## src/rtl/stack_window_ptr.sv

```systemverilog
module stack_window_ptr #(
  parameter int ADDR_W = 13,
  parameter int OFS_W  = 6,
  parameter logic [ADDR_W-OFS_W-1:0] PAGE = 7'b0000011
) (
  input  logic              clk,
  input  logic              rst_n,
  input  logic              push,
  input  logic              pull,
  input  logic              rsp_cmd,
  input  logic              frame_go,
  input  logic [1:0]        frame_kind,
  output logic [ADDR_W-1:0] sp_addr,
  output logic [ADDR_W-1:0] mem_addr,
  output logic              mem_we,
  output logic              mem_re,
  output logic [2:0]        byte_sel,
  output logic              busy,
  output logic              proto_err
);
  localparam logic [OFS_W-1:0] TOP = '1;

  logic [OFS_W-1:0] ofs;
  logic             busy_q;
  logic [1:0]       kind_q;
  logic [2:0]       step_q;

  wire frm      = busy_q & ~rsp_cmd;
  wire idle_ok  = ~busy_q & ~rsp_cmd;
  wire raw_push = idle_ok & push & ~pull;
  wire raw_pull = idle_ok & pull & ~push;
  wire go_ok    = idle_ok & frame_go & ~push & ~pull;

  wire [OFS_W-1:0] ofs_up = ofs + OFS_W'(1);
  wire [OFS_W-1:0] ofs_dn = ofs - OFS_W'(1);
  wire [2:0]       last   = kind_q[0] ? 3'd4 : 3'd1;
  wire [2:0]       len    = last + 3'd1;

  assign mem_we    = (frm & ~kind_q[1]) | raw_push;
  assign mem_re    = (frm &  kind_q[1]) | raw_pull;
  assign proto_err = ~busy_q & push & pull;
  assign busy      = busy_q;
  assign sp_addr   = {PAGE, ofs};
  assign mem_addr  = {PAGE, mem_re ? ofs_up : ofs};
  assign byte_sel  = !frm ? 3'd0 : (kind_q[1] ? len - step_q : step_q + 3'd1);

  always_ff @(posedge clk or negedge rst_n) begin
    if (!rst_n) begin
      ofs    <= TOP;
      busy_q <= 1'b0;
      kind_q <= 2'd0;
      step_q <= 3'd0;
    end else if (rsp_cmd) begin
      ofs    <= TOP;
      busy_q <= 1'b0;
      step_q <= 3'd0;
    end else begin
      if (mem_we)      ofs <= ofs_dn;
      else if (mem_re) ofs <= ofs_up;
      if (go_ok) begin
        busy_q <= 1'b1;
        kind_q <= frame_kind;
        step_q <= 3'd0;
      end else if (busy_q) begin
        if (step_q == last) begin
          busy_q <= 1'b0;
          step_q <= 3'd0;
        end else begin
          step_q <= step_q + 3'd1;
        end
      end
    end
  end
endmodule


```

## config.mk

```make
export PLATFORM = sky130hd
export DESIGN_NAME = stack_window_ptr
export DESIGN_NICKNAME = d
export VERILOG_FILES = /design/src/rtl/stack_window_ptr.sv
export SDC_FILE = /design/constraint.sdc
export NUM_CORES = 1
export LEC_CHECK = 0
export ABC_CLOCK_PERIOD_IN_PS = 2100
export CAP_MARGIN = 10
export CORE_MARGIN = 1.5
export CORE_UTILIZATION = 60
export DETAILED_ROUTE_END_ITERATION = 16
export DONT_BUFFER_PORTS = 1
export HOLD_SLACK_MARGIN = 0.1
export PLACE_DENSITY = 0.75
export SKIP_LAST_GASP = 1
export SLEW_MARGIN = 20
export SYNTH_ARGS = -nofsm -noshare
export SYNTH_HDL_FRONTEND = slang
export SYNTH_SLANG_ARGS = --single-unit
```

## constraint.sdc

```tcl
create_clock -name clk -period 2.1 [get_ports clk]
set_input_delay 0.315 -clock clk [delete_from_list [all_inputs] [get_ports clk]]
set_output_delay 0.315 -clock clk [all_outputs]
set_load 0.01 [all_outputs]
```

* Word-level counts from Yosys, hierarchy flattened
Cells that the tools add are included.
** Storage, ports and cells
- Bits in registers :: 12
- Bits in latches :: 0
- Bits in writable memories :: 0
- Memory bits (read-only) :: 0
- Input bits :: 8
- Memories kept :: 0
** Operators by class
- Add/sub/neg operators :: 5
- Multiply operators :: 0
- Divide/modulo/power cells :: 0
- $lt $le $gt $ge :: 0
- Equality and inequality tests :: 1
- Shift operators :: 0
- Muxes and demuxes :: 14
- Bitwise gates (word level) :: 20
- Reductions and logical operators :: 2
** Operators by type and width (count)
- $mux 3 :: 7
- $mux 6 :: 3
- $and 1x1->1 :: 13
- $add 3x1->3 const B :: 2
- $add 6x1->6 const B :: 1
- $sub 6x1->6 const B :: 1
- $not 1->1 :: 5
- $mux 1 :: 4
- $eq 3x3->1 :: 1
- $reduce_bool 3->1 :: 1
- $sub 3x3->3 :: 1
- $or 1x1->1 :: 2
- $reduce_and 2->1 :: 1

* Logic depth before layout (Yosys ltp)
Gate-level depths: netlist of the first run.
- Word-level depth :: 8
- Mapped depth :: 8
- Depth with buffers taken out :: 8

* Worst setup path before layout of the first run
No wires, ideal clock.
- Kind :: register to output
- From :: reg busy_q (netlist: busy)
- To :: out mem_addr[2]
- Arrival :: 1.617 ns
- Setup slack :: 0.168 ns
- Stages on the path, launching flop included :: 7
- Path buffers :: 2
- Cell sequence :: dfrtp_1 -> buf_6 -> nor4b_2 -> or2_1 -> clkbuf_1 -> nand2_1 -> xnor2_1
** On the way
- Longest elaborated chain between the ends :: 6
- Elaborated cells on any way between the ends :: 8
- Those cells by class :: 1 x mux; 7 x bitwise
** Ends and longest elaborated chain
- start, declared :: RTL line 24 : logic busy_q;
- start signal, assigned :: RTL line 50 : busy_q <= 1'b0;
- start signal, assigned :: RTL line 55 : busy_q <= 1'b0;
- start signal, assigned :: RTL line 61 : busy_q <= 1'b1;
- $not 1->1 :: RTL line 29 : wire idle_ok = ~busy_q & ~rsp_cmd;
- $and 1x1->1 :: RTL line 29
- $and 1x1->1 (2 in a row) :: RTL line 31 : wire raw_pull = idle_ok & pull & ~push;
- $or 1x1->1 * :: RTL line 40 : assign mem_re = (frm & kind_q[1]) | raw_pull;
- net mem_re :: RTL line 16 : output logic mem_re,
- $mux 6 * :: RTL line 44 : assign mem_addr = {PAGE, mem_re ? ofs_up : ofs};
- end, declared :: RTL line 14 : output logic [ADDR_W-1:0] mem_addr,
The timed path passes the listed nets; every way through them passes the cells marked *.

* Worst setup path after layout of the first run
- From :: reg kind_q[0]
- To :: out byte_sel[2]
** On the way
- Longest elaborated chain between the ends :: 5
** Ends and longest elaborated chain
- start, declared :: RTL line 25 : logic [1:0] kind_q;
- start signal, assigned :: RTL line 62 : kind_q <= frame_kind;
- $mux 3 :: RTL line 36 : wire [2:0] last = kind_q[0] ? 3'd4 : 3'd1;
- $add 3x1->3 :: RTL line 37 : wire [2:0] len = last + 3'd1;
- $sub 3x3->3 :: RTL line 45 : assign byte_sel = !frm ? 3'd0 : (kind_q[1] ? len - step_q : step_q + 3'd1);
- $mux 3 (2 in a row) :: RTL line 45
- end, declared :: RTL line 17 : output logic [2:0] byte_sel,
No other way between the ends.

==> results of run 1 <==
## cells by family after synthesis
family	count (synthesis)	share of synthesized area (%)
simple gates	37	20.0
buf+inv	31	17.4
compound gates	22	13.3
flops	12	29.7
xor+xnor	8	6.76
mux	6	6.15
fa+ha+maj	5	6.03
other cells	2	0.724
## power breakdown
part	total [W]	internal, W	switching (W)
logic	0.000205	0.0000952	0.000109
registers	0.000316	0.000266	0.0000493
clock network	0.000183	0.000105	0.0000775
## layout make-up
class / count / share of cell area, %
multi-input combinational: 92 / 57.9
timing repair buffer: 4 / 3.12
sequential: 12 / 29.6
clock buffer: 4 / 3.48
inverter: 11 / 3.96
tap: 16 / 1.92
## Yosys cell counts (2+ instances only)
| library cell | n |
|---|---|
| buf_4 | 14 |
| inv_1 | 11 |
| nor2_1 | 10 |
| xnor2_1 | 8 |
| nand2_1 | 7 |
| dfrtp_1 | 6 |
| dfstp_2 | 6 |
| o21ai_0 | 6 |
| ha_1 | 5 |
| nor3_1 | 4 |
| o21ai_1 | 4 |
| a21oi_1 | 3 |
| and3_1 | 3 |
| buf_2 | 3 |
| mux2_2 | 3 |
| mux2i_1 | 3 |
| nand2b_1 | 3 |
| nor3b_1 | 3 |
| clkbuf_1 | 2 |
| conb_1 | 2 |
| nor4b_2 | 2 |
| o2111ai_1 | 2 |
| or2_1 | 2 |
## routing by layer
metal / part of all wire (%) / vias to the layer above / GRT usage (%)
li1: - / 382 / -
met1: 46 / 361 / 27.2
met2: 47 / 42 / 34.2
met3: 6.7 / 2 / 5.31
met4: 0.64 / 0 / 9.09
met5: 0 / - / 0
## placed cells by master, fill, tap and decap left out, types with 4 or more instances in the layout
cell type / instances
conb_1: 14
inv_1: 10
nor2_1: 9
xnor2_1: 8
nand2_1: 7
o21ai_0: 6
dfstp_2: 6
dfrtp_1: 5
o21ai_1: 4
nor3_1: 4
## critical path: cells and delay by family, from the launching register on
kind	cells	cell delay [ns]
AOI/OAI and AO/OA	1	0.10
adders and majority gates	2	0.31
DFF	1	0.43
buffers and inverters	2	0.11
and+or+nand+nor	1	0.16
xor gates and xnor gates	2	0.32
## through the flow
step	setup WS, ns	setup TNS [ns]	cell area (um2)	hold WS (ns)	instances
floorplan	0.168	0	1080	0.0194	135
global placement	0.380	0	971	0.0198	132
finish	0.0902	0	1040	0.153	139
global route	-0.0372	-0.0372	1040	0.142	139
CTS	0.0271	0	1020	0.144	137
detailed placement	0.344	0	971	0.0197	132
## final timing paths
kind,end,slack (ns),cells after the start
worst max-delay path,byte_sel[2],0.09,8
worst min-delay path,ofs[1]$_DFF_PN1_,0.15,1
worst max register to register,ofs[1]$_DFF_PN1_,0.36,5
worst min register to register,ofs[5]$_DFF_PN1_,0.56,2
max in group asynchronous,kind_q[0]$_DFFE_PN0P_,1.29,1
min in group asynchronous,step_q[0]$_DFFE_PN0P_,0.45,1
## registers in the layout, summed over array words and instances, names as in the netlist
| signal | flops |
|---|---|
| step_q | 3 |
| kind_q | 2 |
| ofs | 6 |
| busy | 1 |
## repair_timing
action / in CTS / in global routing
hold buffers: 1 / 0
gates resized for setup: 0 / 6
buffers inserted: 0 / 2
endpoints found under the setup margin: 0 / 2
hold endpoints to repair: 12 / 0
==> results.sh, run 1 <==
export IMPL_drt_pass1_iterations=10
export IMPL_diodes=0
export IMPL_seq_area_um2=309
export IMPL_start_kind="flip-flop"
export IMPL_cts_buffers=3
export IMPL_grt_pass1_vias=701
export IMPL_drive_above_1_share_pct=20.3
export IMPL_final_nets=137
export IMPL_antenna_found_initial=0
export IMPL_drt_iter0_drc=18
export IMPL_pin_count=41
export IMPL_syn_area_um2=1040
export IMPL_max_cap_violations=0
export IMPL_max_freq_mhz=498
export IMPL_worstPathCellList="inv_1 > ha_2 > inv_1 > ha_2 > xnor2_1 > a21oi_1 > xnor2_1 > nor2_2"
export IMPL_nFillCells=136
export IMPL_clk_latency_ns=0.27
export IMPL_setup_viol=0
export IMPL_yosys_warnings=0
export IMPL_p_leak_nw=0.487
export IMPL_multi_input_area_um2=604
export IMPL_yosysSeqAreaShare_pct=29.7
export IMPL_drt_total_wl_um=1870
export IMPL_max_stage_delay_ns=0.43
export IMPL_antenna_left=0
export IMPL_peakVddDrop_mv=0.595
export IMPL_ys_ff_latch=12
export IMPL_cp_arrival_ns=1.69
export IMPL_yosysTopAreaCell="dfstp_2"
export IMPL_dpl_hpwl_um=1460
export IMPL_wl_per_cell_um=13.5
export IMPL_cts_max_path_buffers=2
export IMPL_syn2layout_area_growth_pct=0.603
export IMPL_cts_root_buf="clkbuf_4"
export IMPL_crit_required_ns=1.78
export IMPL_fin_crit_ns=2.01
export IMPL_power_total_w=0.000703
export IMPL_rr_startpoint="busy$_DFF_PN0_"
export IMPL_path_class="reg -> out"
export IMPL_gr_total_overflow=0
export IMPL_place_congestion=0.859
export IMPL_row_count=14
export IMPL_period_share_pct=95.7
export IMPL_via_count=787
export IMPL_dieArea_um2=1990
export IMPL_yosysUniqueCellTypes=34
export IMPL_relSlewSlack_pct=66.1
export IMPL_drc_errors=4
export IMPL_final_core_util_pct=66.9
export IMPL_syn_avg_cell_area_um2=8.43
export IMPL_synth_top_area_share_pct=15.2
export IMPL_rsz0062_at_grt="true"
export IMPL_critPathCaptureType="output port"
export IMPL_viasPerCell=5.66
export IMPL_drv_slew=0
export IMPL_async_reset_ff_share_pct=100
export IMPL_grt_max_degree=14
export IMPL_cp_slowest_cell="dfrtp_2"
export IMPL_violations="design-rule violations"
export IMPL_hp_class="in -> reg"
export IMPL_finalHoldViolCount=0
export IMPL_cts_tree="done"
export IMPL_ys_top_cells_by_area="dfstp_2 15%, dfrtp_1 14%, buf_4 10%, xnor2_1 6.8%, ha_1 6.0%"
export IMPL_worst_pin_slew_ns=0.507
export IMPL_cp_startpoint="kind_q[0]$_DFFE_PN0P_"
export IMPL_cts_max_level=1
export IMPL_status="complete, but fails checks"
export IMPL_synth_edf_count=0
export IMPL_clkSinkCount=12
export IMPL_powerDensity_nw_per_um2=674
export IMPL_fin_skew_ns=0.00115
export IMPL_core_um2=1560
export IMPL_initial_core_util_pct=66.5
export IMPL_grt_pass1_wl_um=3060
export IMPL_netlist_instances=123
export IMPL_path_max_fanout=4
export IMPL_path_clk_slew_ns=0.08
export IMPL_fp_dieW_um=44.6
export IMPL_ys_flop_type="dfstp_2"
export IMPL_die_y_um=44.6
export IMPL_min_from="rsp_cmd"
export IMPL_numPortBuffers=0
export IMPL_grt_usage_pct=21.4
Power figures use the tool's default switching activity.
==> inputs of run 2 (changes only) <==
- ABC_CLOCK_PERIOD_IN_PS: 2100 -> default
==> results of run 2 <==
No change in the layout: final DEF, timing and power equal those of run 1.
